### src/rtl/scope_ctl_pkg.sv
package scope_ctl_pkg;

   typedef enum logic [3:0] {
      ST_PWRUP, ST_IDLE, ST_CHECK, ST_SET_TRIG, ST_SET_CHAN, ST_SET_TB,
      ST_SET_MODE, ST_RPL_HW, ST_RPL_SW, ST_ACK, ST_NACK, ST_WAIT_NACK,
      ST_SEND_SD, ST_WAIT_HOST
   } ctl_state_e;

   typedef enum logic [2:0] {
      CMD_HWV, CMD_SWV, CMD_TRIG, CMD_CHAN, CMD_TB, CMD_MODE, CMD_SD, CMD_BAD
   } cmd_class_e;

   localparam logic [7:0] OP_HWV      = 8'h01;
   localparam logic [7:0] OP_SWV      = 8'h02;
   localparam logic [7:0] OP_TRIG     = 8'h10;
   localparam logic [7:0] OP_CHAN     = 8'h11;
   localparam logic [7:0] OP_TB       = 8'h12;
   localparam logic [7:0] OP_MODE     = 8'h13;
   localparam logic [7:0] OP_SD       = 8'h20;
   localparam logic [7:0] OP_HOST_ACK = 8'h30;

   localparam logic [2:0] RPL_NONE   = 3'd0;
   localparam logic [2:0] RPL_HW     = 3'd1;
   localparam logic [2:0] RPL_SW     = 3'd2;
   localparam logic [2:0] RPL_ACK    = 3'd3;
   localparam logic [2:0] RPL_NACK   = 3'd4;
   localparam logic [2:0] RPL_SAMPLE = 3'd5;

   localparam logic [7:0] ERR_NONE    = 8'h00;
   localparam logic [7:0] ERR_UNKNOWN = 8'h01;
   localparam logic [7:0] ERR_PARAM   = 8'h02;

endpackage

### src/rtl/scope_cmd_decode.sv
module scope_cmd_decode
   import scope_ctl_pkg::*;
(
   input  logic [7:0] code_i,
   input  logic [7:0] pay0_i,
   output cmd_class_e cls_o,
   output logic       param_ok_o
);

   always_comb begin
      unique case (code_i)
         OP_HWV:  cls_o = CMD_HWV;
         OP_SWV:  cls_o = CMD_SWV;
         OP_TRIG: cls_o = CMD_TRIG;
         OP_CHAN: cls_o = CMD_CHAN;
         OP_TB:   cls_o = CMD_TB;
         OP_MODE: cls_o = CMD_MODE;
         OP_SD:   cls_o = CMD_SD;
         default: cls_o = CMD_BAD;
      endcase
   end

   // trigger type 3 is not an edge; mode accepts only bit 0
   always_comb begin
      unique case (cls_o)
         CMD_TRIG: param_ok_o = (pay0_i[3:2] != 2'b11);
         CMD_MODE: param_ok_o = (pay0_i[7:1] == 7'd0);
         default:  param_ok_o = 1'b1;
      endcase
   end

endmodule

### src/rtl/scope_cfg_regs.sv
module scope_cfg_regs #(
   parameter int unsigned TB_W    = 16,
   parameter int unsigned TB_INIT = 1
) (
   input  logic            clk_i,
   input  logic            rst_ni,
   input  logic            wr_trig_i,
   input  logic            wr_chan_i,
   input  logic            wr_tb_i,
   input  logic            wr_mode_i,
   input  logic [7:0]      pay0_i,
   input  logic [7:0]      pay1_i,
   output logic [1:0]      trig_chan_o,
   output logic [1:0]      trig_type_o,
   output logic [7:0]      trig_level_o,
   output logic [15:0]     chan_cfg_o,
   output logic [TB_W-1:0] tb_cycles_o,
   output logic            ets_mode_o
);

   logic [15:0] tb_raw;
   assign tb_raw = {pay1_i, pay0_i};

   always_ff @(posedge clk_i) begin
      if (!rst_ni) begin
         trig_chan_o  <= '0;
         trig_type_o  <= '0;
         trig_level_o <= '0;
         chan_cfg_o   <= '0;
         tb_cycles_o  <= TB_W'(TB_INIT);
         ets_mode_o   <= 1'b0;
      end else begin
         if (wr_trig_i) begin
            trig_chan_o  <= pay0_i[1:0];
            trig_type_o  <= pay0_i[3:2];
            trig_level_o <= pay1_i;
         end
         if (wr_chan_i) chan_cfg_o  <= tb_raw;
         if (wr_tb_i)   tb_cycles_o <= tb_raw[TB_W-1:0];
         if (wr_mode_i) ets_mode_o  <= pay0_i[0];
      end
   end

endmodule

### src/rtl/scope_pkt_ctr.sv
module scope_pkt_ctr #(
   parameter int unsigned COUNT = 4,
   localparam int unsigned AW   = (COUNT > 1) ? $clog2(COUNT) : 1
) (
   input  logic          clk_i,
   input  logic          rst_ni,
   input  logic          clr_i,
   input  logic          inc_i,
   output logic [AW-1:0] idx_o,
   output logic          last_o
);

   if (COUNT == 1) begin : g_single
      logic unused_in;
      assign unused_in = clk_i ^ rst_ni ^ clr_i ^ inc_i;
      assign idx_o  = '0;
      assign last_o = 1'b1;
   end else begin : g_count
      logic [AW-1:0] cnt_q;
      always_ff @(posedge clk_i) begin
         if (!rst_ni || clr_i) cnt_q <= '0;
         else if (inc_i)       cnt_q <= cnt_q + 1'b1;
      end
      assign idx_o  = cnt_q;
      assign last_o = (cnt_q == AW'(COUNT - 1));
   end

endmodule

### src/rtl/scope_cmd_ctrl.sv
module scope_cmd_ctrl
   import scope_ctl_pkg::*;
#(
   parameter logic [7:0]  HW_VER    = 8'hA1,
   parameter logic [7:0]  SW_VER    = 8'h07,
   parameter int unsigned PKT_COUNT = 4,
   parameter int unsigned DUMMY_LEN = 2,
   parameter int unsigned TB_W      = 16,
   parameter int unsigned TB_INIT   = 1,
   localparam int unsigned SA_W     = (PKT_COUNT > 1) ? $clog2(PKT_COUNT) : 1
) (
   input  logic            clk_i,
   input  logic            rst_ni,
   input  logic            rx_valid_i,
   input  logic [7:0]      rx_code_i,
   input  logic [7:0]      rx_pay0_i,
   input  logic [7:0]      rx_pay1_i,
   output logic            tx_req_o,
   output logic [2:0]      tx_kind_o,
   output logic [7:0]      tx_info_o,
   input  logic            tx_done_i,
   output logic            smp_rd_o,
   output logic [SA_W-1:0] smp_addr_o,
   output logic [1:0]      trig_chan_o,
   output logic [1:0]      trig_type_o,
   output logic [7:0]      trig_level_o,
   output logic [15:0]     chan_cfg_o,
   output logic [TB_W-1:0] tb_cycles_o,
   output logic            ets_mode_o
);

   localparam int unsigned DC_W = $clog2(DUMMY_LEN + 1);

   if (PKT_COUNT < 1) begin : g_bad_pkt
      $error("PKT_COUNT must be at least 1");
   end
   if (DUMMY_LEN < 1) begin : g_bad_dummy
      $error("DUMMY_LEN must be at least 1");
   end
   if (TB_W < 2 || TB_W > 16) begin : g_bad_tb
      $error("TB_W must lie in 2..16");
   end

   ctl_state_e       state_q, state_d;
   logic [7:0]       code_q, p0_q, p1_q, err_q, err_val;
   logic [DC_W-1:0]  dcnt_q;
   logic             latch, dcnt_inc, set_err, clr_err;
   logic             wr_trig, wr_chan, wr_tb, wr_mode;
   logic             pkt_clr, pkt_inc, pkt_last;
   logic [7:0]       dec_code;
   cmd_class_e       dec_cls;
   logic             dec_ok;

   // the wait-after-nack state classifies the live code, all others the held one
   assign dec_code = (state_q == ST_WAIT_NACK) ? rx_code_i : code_q;

   scope_cmd_decode u_dec (
      .code_i     (dec_code),
      .pay0_i     (p0_q),
      .cls_o      (dec_cls),
      .param_ok_o (dec_ok)
   );

   scope_cfg_regs #(.TB_W(TB_W), .TB_INIT(TB_INIT)) u_regs (
      .clk_i        (clk_i),
      .rst_ni       (rst_ni),
      .wr_trig_i    (wr_trig),
      .wr_chan_i    (wr_chan),
      .wr_tb_i      (wr_tb),
      .wr_mode_i    (wr_mode),
      .pay0_i       (p0_q),
      .pay1_i       (p1_q),
      .trig_chan_o  (trig_chan_o),
      .trig_type_o  (trig_type_o),
      .trig_level_o (trig_level_o),
      .chan_cfg_o   (chan_cfg_o),
      .tb_cycles_o  (tb_cycles_o),
      .ets_mode_o   (ets_mode_o)
   );

   scope_pkt_ctr #(.COUNT(PKT_COUNT)) u_pkt (
      .clk_i  (clk_i),
      .rst_ni (rst_ni),
      .clr_i  (pkt_clr),
      .inc_i  (pkt_inc),
      .idx_o  (smp_addr_o),
      .last_o (pkt_last)
   );

   always_comb begin
      state_d  = state_q;
      latch    = 1'b0;
      dcnt_inc = 1'b0;
      set_err  = 1'b0;
      clr_err  = 1'b0;
      err_val  = ERR_NONE;
      wr_trig  = 1'b0;
      wr_chan  = 1'b0;
      wr_tb    = 1'b0;
      wr_mode  = 1'b0;
      pkt_clr  = 1'b0;
      pkt_inc  = 1'b0;
      unique case (state_q)
         ST_PWRUP: if (rx_valid_i) begin
            if (dcnt_q == DC_W'(DUMMY_LEN - 1)) state_d = ST_IDLE;
            else                                dcnt_inc = 1'b1;
         end
         ST_IDLE: if (rx_valid_i) begin
            latch   = 1'b1;
            state_d = ST_CHECK;
         end
         ST_CHECK: begin
            unique case (dec_cls)
               CMD_HWV:  state_d = ST_RPL_HW;
               CMD_SWV:  state_d = ST_RPL_SW;
               CMD_TRIG: state_d = ST_SET_TRIG;
               CMD_CHAN: state_d = ST_SET_CHAN;
               CMD_TB:   state_d = ST_SET_TB;
               CMD_MODE: state_d = ST_SET_MODE;
               CMD_SD: begin
                  pkt_clr = 1'b1;
                  state_d = ST_SEND_SD;
               end
               default: begin
                  set_err = 1'b1;
                  err_val = ERR_UNKNOWN;
                  state_d = ST_NACK;
               end
            endcase
         end
         ST_SET_TRIG, ST_SET_MODE: begin
            if (dec_ok) begin
               wr_trig = (state_q == ST_SET_TRIG);
               wr_mode = (state_q == ST_SET_MODE);
               state_d = ST_ACK;
            end else begin
               set_err = 1'b1;
               err_val = ERR_PARAM;
               state_d = ST_NACK;
            end
         end
         ST_SET_CHAN: begin
            wr_chan = 1'b1;
            state_d = ST_ACK;
         end
         ST_SET_TB: begin
            wr_tb   = 1'b1;
            state_d = ST_ACK;
         end
         ST_RPL_HW, ST_RPL_SW, ST_ACK: if (tx_done_i) state_d = ST_IDLE;
         ST_NACK: if (tx_done_i) begin
            clr_err = 1'b1;
            pkt_clr = 1'b1;
            state_d = ST_WAIT_NACK;
         end
         ST_WAIT_NACK: if (rx_valid_i && dec_cls != CMD_BAD) begin
            latch   = 1'b1;
            state_d = ST_CHECK;
         end
         ST_SEND_SD: if (tx_done_i) begin
            if (pkt_last) state_d = ST_IDLE;
            else begin
               pkt_inc = 1'b1;
               state_d = ST_WAIT_HOST;
            end
         end
         ST_WAIT_HOST: if (rx_valid_i) begin
            if (rx_code_i == OP_HOST_ACK) state_d = ST_SEND_SD;
            else begin
               latch   = 1'b1;
               state_d = ST_CHECK;
            end
         end
         default: state_d = ST_IDLE;
      endcase
   end

   always_ff @(posedge clk_i) begin
      if (!rst_ni) begin
         state_q <= ST_PWRUP;
         dcnt_q  <= '0;
         code_q  <= '0;
         p0_q    <= '0;
         p1_q    <= '0;
         err_q   <= ERR_NONE;
      end else begin
         state_q <= state_d;
         if (dcnt_inc) dcnt_q <= dcnt_q + 1'b1;
         if (latch) begin
            code_q <= rx_code_i;
            p0_q   <= rx_pay0_i;
            p1_q   <= rx_pay1_i;
         end
         if (set_err)      err_q <= err_val;
         else if (clr_err) err_q <= ERR_NONE;
      end
   end

   always_comb begin
      tx_req_o  = 1'b1;
      tx_info_o = 8'h00;
      smp_rd_o  = 1'b0;
      unique case (state_q)
         ST_RPL_HW: begin tx_kind_o = RPL_HW; tx_info_o = HW_VER; end
         ST_RPL_SW: begin tx_kind_o = RPL_SW; tx_info_o = SW_VER; end
         ST_ACK:    tx_kind_o = RPL_ACK;
         ST_NACK:   begin tx_kind_o = RPL_NACK; tx_info_o = err_q; end
         ST_SEND_SD: begin tx_kind_o = RPL_SAMPLE; smp_rd_o = 1'b1; end
         default:   begin tx_kind_o = RPL_NONE; tx_req_o = 1'b0; end
      endcase
   end

endmodule

### config.mk
export PLATFORM = sky130hd
export DESIGN_NAME = scope_cmd_ctrl
export DESIGN_NICKNAME = d
export VERILOG_FILES = /design/src/rtl/scope_ctl_pkg.sv /design/src/rtl/scope_cmd_decode.sv /design/src/rtl/scope_cfg_regs.sv /design/src/rtl/scope_pkt_ctr.sv /design/src/rtl/scope_cmd_ctrl.sv
export SDC_FILE = /design/constraint.sdc
export NUM_CORES = 1
export LEC_CHECK = 0
export BUFFER_PORTS_ARGS = -buffer_cell sky130_fd_sc_hd__buf_2
export CAP_MARGIN = 25
export CORE_MARGIN = 3
export CORE_UTILIZATION = 45
export DETAILED_ROUTE_END_ITERATION = 8
export PLACE_DENSITY = 0.73
export SLEW_MARGIN = 20
export SYNTH_ARGS = -nofsm -noshare
export SYNTH_HDL_FRONTEND = slang
export SYNTH_SLANG_ARGS = --single-unit
### constraint.sdc
create_clock -name clk_i -period 3.9 [get_ports clk_i]
set_input_delay 0.975 -clock clk_i [delete_from_list [all_inputs] [get_ports clk_i]]
set_output_delay 0.975 -clock clk_i [all_outputs]
set_load 0.01 [all_outputs]
==> results of run 1 <==
-- layer usage --
metal  GRT usage  vias to the layer above
li1            -                     1781
met2       0.311                      140
met1       0.296                     1711
met4      0.0831                        0
met3      0.0471                       14
met5           0                        -
-- report_power, final --
group	switching, mW	internal, mW	total [mW]
combinational	0.301	0.214	0.515
clock	0.329	0.239	0.568
sequential	0.0885	0.852	0.940
total	0.718	1.30	2.02
-- path summary, 6_finish.rpt --
kind                                                   startpoint                             endpoint  slack [ps]  cells after the start
worst max register to register            state_q[3]$_SDFFE_PN0P_  u_regs.trig_level_o[3]$_SDFFE_PN0P_         700                      7
worst min-delay path            u_regs.chan_cfg_o[2]$_SDFFE_PN0P_    u_regs.chan_cfg_o[2]$_SDFFE_PN0P_         450                      2
worst max-delay path                      state_q[3]$_SDFFE_PN0P_  u_regs.trig_level_o[3]$_SDFFE_PN0P_         700                      7
worst min register to register  u_regs.chan_cfg_o[2]$_SDFFE_PN0P_    u_regs.chan_cfg_o[2]$_SDFFE_PN0P_         450                      2
-- sequential cells by signal, indices dropped and copies added (netlist names) --
| signal | cells |
|---|---|
| u_regs.trig_level_o | 8 |
| u_pkt.idx_o | 2 |
| u_regs.trig_type_o | 2 |
| u_regs.chan_cfg_o | 16 |
| p0_q | 8 |
| err_q | 2 |
| state_q | 4 |
| u_regs.ets_mode_o | 1 |
| u_regs.tb_cycles_o | 16 |
| code_q | 8 |
| dcnt_q | 2 |
| p1_q | 8 |
| u_regs.trig_chan_o | 2 |
-- cell usage after synthesis, types with 3 or more instances --
master / n / area share
nand2_1: 82 / 0.081
xor2_1: 3 / 0.0069
buf_2: 7 / 0.0092
nand2b_1: 5 / 0.0082
inv_1: 4 / 0.0039
a21oi_1: 60 / 0.079
o211ai_1: 5 / 0.0099
dfxtp_1: 79 / 0.42
o21ai_0: 11 / 0.014
buf_4: 6 / 0.012
nor2_1: 45 / 0.044
nor3b_1: 3 / 0.0059
nor2b_1: 6 / 0.0099
clkbuf_1: 19 / 0.019
nand4b_1: 6 / 0.014
mux2i_1: 27 / 0.071
nor3_1: 7 / 0.0092
nand3_1: 23 / 0.030
and4b_1: 3 / 0.0079
o21ai_1: 11 / 0.014
nand4_1: 4 / 0.0066
-- worst reg2reg max path, cell delays in order, from the launching register on --
cell and delay (ps):
dfxtp_1 770, and4b_1 560, and4b_1 350, a22o_1 210, o22ai_2 140, o211ai_1 750, o21ai_1 140, a21oi_1 200
-- per-stage QoR --
step	utilization	total power, mW	hold slack, ps
global route	0.552	2.13	481
floorplan	-	1.35	445
global placement	0.528	1.45	443
detailed placement	0.528	1.46	446
finish	0.552	2.02	453
CTS	0.551	2.02	457
-- logic make-up (layout without fill, tap and decap cells) --
group / Yosys count / count (layout) / share of synthesized area
AND/OR/NAND/NOR: 196 / 196 / 0.244
AO/OA/AOI/OAI: 116 / 116 / 0.185
flip-flops: 79 / 79 / 0.416
buffers and inverters: 41 / 111 / 0.0592
multiplexers: 28 / 28 / 0.0740
XOR/XNOR: 5 / 5 / 0.0115
adder cells (fa/ha/maj): 3 / 3 / 0.00920
other: 1 / 3 / 0.000985
-- layout make-up --
class	count	area, sq um	area share
multi-input combinational	351	2020	0.460
sequential	79	1580	0.359
timing repair buffer	91	473	0.107
tap	102	128	0.0290
clock buffer	9	124	0.0281
clock inverter	7	57.6	0.0131
inverter	4	15.0	0.00341
==> parameters.txt, run 1 <==
Parameter                              Value

Floorplanning
  Core area ... 0.00797 sq mm
  Total number of placement rows ... 32
  Die Area ... 0.00960 sq mm
  Starting utilization of the core area ... 0.478
  IO Count ... a little under 90
  Die extent in y ... 98.0 microns
  Die boundary width ... 98.0 microns

Worst setup path
  Critical path's top delay family ... compound AO/OA/AOI/OAI gates
  Type of origin of the critical path ... flop
  Category of the critical setup timing path ... flop to flop
  Crit-path max cell delay ... between 700 and 800 ps
  Count of buffering cells on the critical path with inverters included ... 0
  Slowest-stage cell, CP ... dfxtp_1
  Most common cell type on the critical path ... and4b_1
  Cell Chain, Critical Path ... and4b_1, and4b_1, a22o_1, o22ai_2, o211ai_1, o21ai_1, a21oi_1
  Critical Path AT ... 3480 ps
  Worst setup EP type ... flop
  Required time of the critical path ... 4180 ps
  Max FO, Critical Path ... 19

Finish
  Post-synthesis to final-layout area growth ... 15.6%
  Design area ... between 0.004 and 0.005 sq mm
  Most frequent standard cell in the layout excluding fill and tap cells ... buf_2
  Total number of nets in the final design ... 566
  Leading cell types in the layout, fill and taps excluded ... buf_2, nand2_1, dfxtp_1
  Number of antenna repair diodes ... 0
  Number of non-filler instances in the completed layout ... 643
  Fraction of final layout cells with drive strength greater than 1 ... 0.218
  Filler instances ... about 750

Timing
  Fraction of the cycle the final worst path needs ... 0.820
  Max Fclk ... 313 MHz
  Final hold vios ... 0
  Final slew viol count ... 0
  Worst rel slew slack ... 0.409
  Total of endpoints with negative setup slack in the final report ... 0
  TNS Setup ... 0 ps
  Unrepaired setup endpoints after global routing ... false
  Pin slew with the least headroom to its limit ... just under 900 ps
  Min Clock Period, post-route ... approximately 3200 ps
  Worst-case clock skew ... 8.46 ps
  Final setup slack of the worst path ... 701 ps

Clock tree
  Clk sink count ... 79
  CTS tree ... done
  Master cell of the clock root buffer ... clkbuf_8
  CTS Hold Buffers Added ... 0
  H-tree Lvls ... 3
  Setup Fix Bufs, Post-CTS ... 0
  Clock-pin transition on the worst setup and hold timing paths ... 90 ps
  Clock latency on the worst-skew pair ... approximately 360 ps
  CTS Buf Count ... 9
  Resized Gates After CTS ... 0
  Maximum number of buffers from clock root to sink ... 2

Worst hold path
  Hold/Removal Path Class ... flop to flop

Synth
  Asr flop ratio synth ... 0
  Cell area after synthesis ... 0.00381 sq mm
  Count of synthesis-stage warnings from yosys ... 0
  Sequential element share of the synthesized area ... 0.416
  Post-synth EDFFs ... 0
  Mean Syn Cell Area ... 8.12 sq um
  Number of synthesized register bits ... 79
  Most common flop cell mapped by yosys ... dfxtp_1
  Number of distinct library cell variants in the gate-level netlist after synthesis ... 59
  Number of cells produced by synthesis ... 469

GRT
  Largest net degree at the start of global routing ... 42
  Global route overflow ... 0
  Total track usage ... 0.210
  Number of antenna violations at the first check in global routing ... 0
  Global-route wire length before repair ... ~16 mm
  Vias in the first global route ... roughly 3.3k

Placement
  Number of port buffers ... 84
  Routability congestion estimate from global placement ... 0.874
  Dpl ws ... 486 ps
  DP HPWL ... between 7 and 8 mm
  Area post-placement ... 0.00421 sq mm
  Total placed cells including tap cells ... ~630

Routing
  Total wire length ... roughly 10 mm
  Routed met2 length ... 4.59 mm
  Wire length on met3 ... 709 microns
  Total number of vias ... 3646
  DRC errors left ... 0
  Number of routed nets with antenna violations ... 0
  Detailed-route vias per instance ... around 5.7
  Met1 layer wirelength in the final routing ... 4.73 mm
  DR pass1 iterations ... 5
  Routed len/inst ... 15.9 microns
  Highest routing layer actually used ... met4
  Iteration-0 DRC count of the detailed router ... 301

Pwr
  Static Leakage ... 1.72 nW
  Peak supply drop ... 221 uV
  Power density over cell area ... 459 mW/mm^2

Run
  Max-cap violations ... 0

Status
  Status ... complete, no violations
Power figures use the tool's default switching activity.
==> inputs of run 2 (changes only) <==
- PLACE_DENSITY: 0.73 -> 0.75
- clock period: 3.9 -> 2.7 ns (I/O delays scaled with it)
==> parameters.txt, run 2 (synthesis results as in run 1) <==
Parameter                              Value

GRT
  Global route overflow ... 0
  Global-route wire length before repair ... about 17 mm
  Total track usage ... 0.208
  Number of antenna violations at the first check in global routing ... 0
  Largest net degree at the start of global routing ... 60
  Vias in the first global route ... 3393

Clock tree
  Clock-pin transition on the worst setup and hold timing paths ... 80 ps
  Master cell of the clock root buffer ... clkbuf_8
  Clock latency on the worst-skew pair ... 350 ps
  H-tree Lvls ... 3
  CTS tree ... done
  CTS Hold Buffers Added ... 0
  Clk sink count ... between 70 and 80
  Maximum number of buffers from clock root to sink ... 2
  Setup Fix Bufs, Post-CTS ... 0
  CTS Buf Count ... 9
  Resized Gates After CTS ... 0

Finish
  Total number of nets in the final design ... 586
  Fraction of final layout cells with drive strength greater than 1 ... 0.244
  Leading cell types in the layout, fill and taps excluded ... buf_2, nand2_1, dfxtp_1
  Number of antenna repair diodes ... 0
  Post-synthesis to final-layout area growth ... 21.7%
  Finished Core Util ... 0.582
  Leading registers by flop count ... u_regs.chan_cfg_o: 16 flops, u_regs.tb_cycles_o: 16 flops
  Most frequent standard cell in the layout excluding fill and tap cells ... buf_2

Pwr
  Power density over cell area ... 702 mW/mm^2
  Static Leakage ... 1.87 nW
  Peak supply drop ... 444 uV

Routing
  Met1 layer wirelength in the final routing ... 4.58 mm
  Detailed-route vias per instance ... 5.62
  DRC errors left ... 0
  Wire length on met3 ... 716 microns
  Highest routing layer actually used ... met4
  DR pass1 iterations ... 5
  Routed len/inst ... between 15 and 20 microns
  Total number of vias ... 3727
  Number of routed nets with antenna violations ... 0
  Iteration-0 DRC count of the detailed router ... 236
  Routed met2 length ... 4.74 mm
  Total wire length ... approximately 10 mm

Worst setup path
  Reg2reg end ... state_q[0]$_SDFFE_PN0P_
  Worst setup EP type ... primary output
  Path depth of the worst reg2reg path ... 9
  Critical Path AT ... 1880 ps
  Category of the critical setup timing path ... flop to primary output
  Reg2reg start ... state_q[3]$_SDFFE_PN0P_
  Type of origin of the critical path ... flop
  Cell Chain, Critical Path ... buf_4, inv_1, nor2_1, nand2_1, o21ai_0, nand2_1, o21ai_0, buf_2
  Count of buffering cells on the critical path with inverters included ... 3
  Max FO, Critical Path ... 21
  Slowest-stage cell, CP ... dfxtp_1
  Required time of the critical path ... between 2000 and 2500 ps
  Slack of the worst reg-to-reg path ... 200 ps
  Critical path's top delay family ... buffers and inverters
  Crit-path max cell delay ... between 400 and 500 ps

Floorplanning
  Core area ... 0.00797 sq mm
  Die Area ... roughly 0.0096 sq mm
  Die boundary width ... 98.0 microns
  IO Count ... 88
  Die extent in y ... 98.0 microns
  Total number of placement rows ... 32
  Starting utilization of the core area ... 0.478

Worst hold path
  Number of cells on the worst hold path ... 2
  Hold Crit Endpoint ... u_regs.chan_cfg_o[15]$_SDFFE_PN0P_
  Hold wc startpoint ... u_regs.chan_cfg_o[15]$_SDFFE_PN0P_
  Hold/Removal Path Class ... flop to flop

Timing
  Unrepaired setup endpoints after global routing ... false
  Final hold vios ... 0
  Smallest hold slack ... around 450 ps
  Final slew viol count ... 0
  Fraction of the cycle the final worst path needs ... 0.946
  Total of endpoints with negative setup slack in the final report ... 0
  TNS Setup ... 0 ps
  Pin slew with the least headroom to its limit ... between 700 and 800 ps
  Max Fclk ... 391 MHz
  Worst rel slew slack ... 0.523
  Min Clock Period, post-route ... 2550 ps
  Worst-case clock skew ... about 14 ps

Run
  Max-cap violations ... 0

Status
  Status ... complete, no violations

Placement
  DP HPWL ... 7.38 mm
  Routability congestion estimate from global placement ... about 0.89
  Number of port buffers ... 84
run 2: changes by cell type in the layout (fill, tap and decap cells not counted), sizes merged:
cell,delta
buf,+20
bufinv,+3
clkbuf,+1
clkinv,-2
clkinvlp,-2
run 2: how the worst max path moves through the flow:
stage,depth (start not counted),endpoint,slack [ps],from
global placement,10,code_q[5]$_SDFFE_PN0P_,20,rx_code_i[2]
finish,8,tx_kind_o[0],150,state_q[1]$_SDFFE_PN0P_
global route,8,tx_kind_o[0],10,state_q[1]$_SDFFE_PN0P_
CTS,8,tx_kind_o[0],170,state_q[1]$_SDFFE_PN0P_
floorplan,9,p1_q[4]$_SDFFE_PN0P_,210,rx_code_i[2]
detailed placement,10,p0_q[3]$_SDFFE_PN0P_,-10,rx_code_i[2]
run 2: cell type report:
cell class / count / area [sq um]
Tap cell: 102 / 128
Sequential cell: 79 / 1580
Inverter: 4 / 15.0
Fill cell: 750 / 3330
Clock inverter: 6 / 116
Multi-Input combinational cell: 351 / 2020
Timing Repair Buffer: 111 / 648
Clock buffer: 10 / 128
run 2: per-layer routing:
| metal | up-vias | global-route usage |
|---|---|---|
| li1 | 1820 | - |
| met1 | 1726 | 0.287 |
| met2 | 165 | 0.328 |
| met3 | 16 | 0.0393 |
| met4 | 0 | 0.0714 |
| met5 | - | 0 |
run 2: through the flow:
stage	instances	setup slack, ps	total power [mW]	cell area, sq um
finish	663	146	3.25	4630
global route	663	15.0	3.41	4630
CTS	663	168	3.25	4630
detailed placement	647	-11.9	2.19	4390
global placement	647	20.5	2.17	4390
floorplan	471	207	1.95	3810
run 2: worst reg2reg max path: stages, from the launching register on:
cell	delay, ps
dfxtp_1	460
and4b_1	500
nand4_1	200
a211oi_2	260
buf_4	170
a21oi_1	70
buf_4	180
a21oi_1	210
a21oi_1	100
o311ai_1	250
run 2: report_power, final:
group,switching (mW),internal [mW]
Sequential,0.0855,1.23
Combinational,0.496,0.370
Clock,0.447,0.623
==> inputs of run 3 (changes only) <==
- BUFFER_PORTS_ARGS: -buffer_cell sky130_fd_sc_hd__buf_2 -> default
- DONT_BUFFER_PORTS: default -> 1
- PLACE_DENSITY: 0.75 -> 0.66
- SETUP_SLACK_MARGIN: default -> 0.5
==> parameters.txt, run 3 (synthesis results as in run 1) <==
Parameter                              Value

GRT
  Largest net degree at the start of global routing ... 42
  Total track usage ... 0.219
  Global route overflow ... 0
  Global-route wire length before repair ... roughly 17 mm
  Number of antenna violations at the first check in global routing ... 0
  Vias in the first global route ... about 3.3k

Clock tree
  CTS Buf Count ... 9
  Master cell of the clock root buffer ... clkbuf_8
  Maximum number of buffers from clock root to sink ... 2
  Clk sink count ... 79
  Clock latency on the worst-skew pair ... ~350 ps
  CTS Hold Buffers Added ... 0
  H-tree Lvls ... 3
  CTS tree ... done
  Clock-pin transition on the worst setup and hold timing paths ... 80 ps

Routing
  Total wire length ... 10.9 mm
  Routed len/inst ... around 19 microns
  Number of routed nets with antenna violations ... 0
  Iteration-0 DRC count of the detailed router ... roughly 220
  Detailed-route vias per instance ... between 5 and 6
  DR pass1 iterations ... 5
  DRC errors left ... 0
  Total number of vias ... approximately 3.5k

Pwr
  Power density over cell area ... between 700 and 800 mW/mm^2
  Peak supply drop ... 397 uV
  Static Leakage ... 1.53 nW

Floorplanning
  Total number of placement rows ... 32
  Starting utilization of the core area ... 0.478
  Die boundary width ... 98.0 microns
  Core area ... 0.00797 sq mm
  Die Area ... 0.00960 sq mm
  IO Count ... 88
  Die extent in y ... around 98 microns

Timing
  Final slew viol count ... 0
  Fraction of the cycle the final worst path needs ... 0.862
  Worst-case clock skew ... between 4 and 5 ps
  TNS Setup ... 0 ps
  Unrepaired setup endpoints after global routing ... true
  Total of endpoints with negative setup slack in the final report ... 0
  Smallest hold slack ... 401 ps
  Max Fclk ... 430 MHz
  Worst rel slew slack ... 0.487
  Min Clock Period, post-route ... 2330 ps
  Pin slew with the least headroom to its limit ... between 700 and 800 ps
  Final hold vios ... 0

Finish
  Fraction of final layout cells with drive strength greater than 1 ... 0.205
  Post-synthesis to final-layout area growth ... 20.4%
  Most frequent standard cell in the layout excluding fill and tap cells ... nand2_1
  Total number of nets in the final design ... 509
  Leading registers by flop count ... u_regs.chan_cfg_o: 16 flops, u_regs.tb_cycles_o: 16 flops
  Leading cell types in the layout, fill and taps excluded ... nand2_1, dfxtp_1, a21oi_1
  Number of antenna repair diodes ... 0
  Design area ... 0.00458 sq mm
  Filler instances ... between 600 and 700
  Multi-input combinational cell area ... between 0.002 and 0.0025 sq mm
  Reg area ... 0.00159 sq mm

Worst setup path
  Category of the critical setup timing path ... flop to flop
  Critical Path AT ... 2600 ps
  Type of origin of the critical path ... flop
  Required time of the critical path ... 2970 ps
  Max FO, Critical Path ... 6
  Worst setup EP type ... flop

Placement
  Area post-placement ... 0.00390 sq mm
  Routability congestion estimate from global placement ... a little under 0.9
  DP HPWL ... a little over 7 mm
  Number of port buffers ... 0

Status
  Status ... complete, no violations

Worst hold path
  Hold/Removal Path Class ... input pin to flop

Run
  Max-cap violations ... 0
-- run 3: cell count changes in the layout (fill, tap and decap cells not counted), moves of 3 or more --
| cell | delta |
|---|---|
| nor2_4 | +3 |
| dfxtp_2 | +5 |
| a21oi_2 | +3 |
| o21ai_2 | +8 |
| o21ai_1 | -4 |
| buf_6 | +5 |
| nor2_1 | -4 |
| buf_4 | -3 |
| o21ai_0 | -4 |
| buf_2 | -84 |
| a21oi_1 | -3 |
| dfxtp_1 | -6 |
-- run 3: final timing paths --
kind / from / to / slack [ps] / cells after the start
max: state_q[1]$_SDFFE_PN0P_ / u_regs.trig_chan_o[0]$_SDFFE_PN0P_ / 370 / 10
min reg2reg: err_q[1]$_SDFFE_PN0P_ / err_q[1]$_SDFFE_PN0P_ / 480 / 2
min: rst_ni / u_regs.tb_cycles_o[0]$_SDFFE_PN1P_ / 400 / 1
max reg2reg: state_q[1]$_SDFFE_PN0P_ / u_regs.trig_chan_o[0]$_SDFFE_PN0P_ / 370 / 10
-- run 3: power by group --
part | internal, mW | total, mW | switching [mW]
clock network | 0.553 | 1.01 | 0.454
logic | 0.483 | 1.06 | 0.581
registers | 1.23 | 1.32 | 0.0816
-- run 3: through the flow --
step	utilization	instances	total power [mW]	worst slack (ps)
6_report	0.575	586	3.39	372
3_5_place_dp	0.490	552	2.11	51.6
5_1_grt	0.575	586	3.56	231
2_1_floorplan	-	471	1.95	261
4_1_cts	0.543	580	3.20	381
3_3_place_gp	0.489	551	2.09	108
-- run 3: layout make-up --
cell class,count,share of cell area
repair buffers,34,0.0827
clock inverters,6,0.0199
clock buffers,10,0.0300
flip-flops and latches,79,0.347
well taps,102,0.0278
inverters,4,0.00409
multi-input cells,351,0.488
-- run 3: repair_timing --
action,CTS,global route
pin swaps,4,18
buffers inserted,9,4
gates resized for setup,29,41
cloned,3,2
endpoints found under the setup margin,48,51
-- run 3: routing by layer --
metal	GRT usage	vias to the layer above	part of all wire
li1	-	1667	-
met1	0.291	1666	0.42
met2	0.343	149	0.48
met3	0.0807	13	0.085
met4	0.0469	0	0.0075
met5	0	-	0
-- run 3: critical path, cell delays in order, from the launching register on --
cell      delay, ps
dfxtp_4         390
nand4b_1        200
buf_4           220
nor4b_4         310
a211oi_4         80
buf_6           140
a21o_1          170
o211ai_1        290
buf_4           220
o21ai_0          80
a21oi_1         150
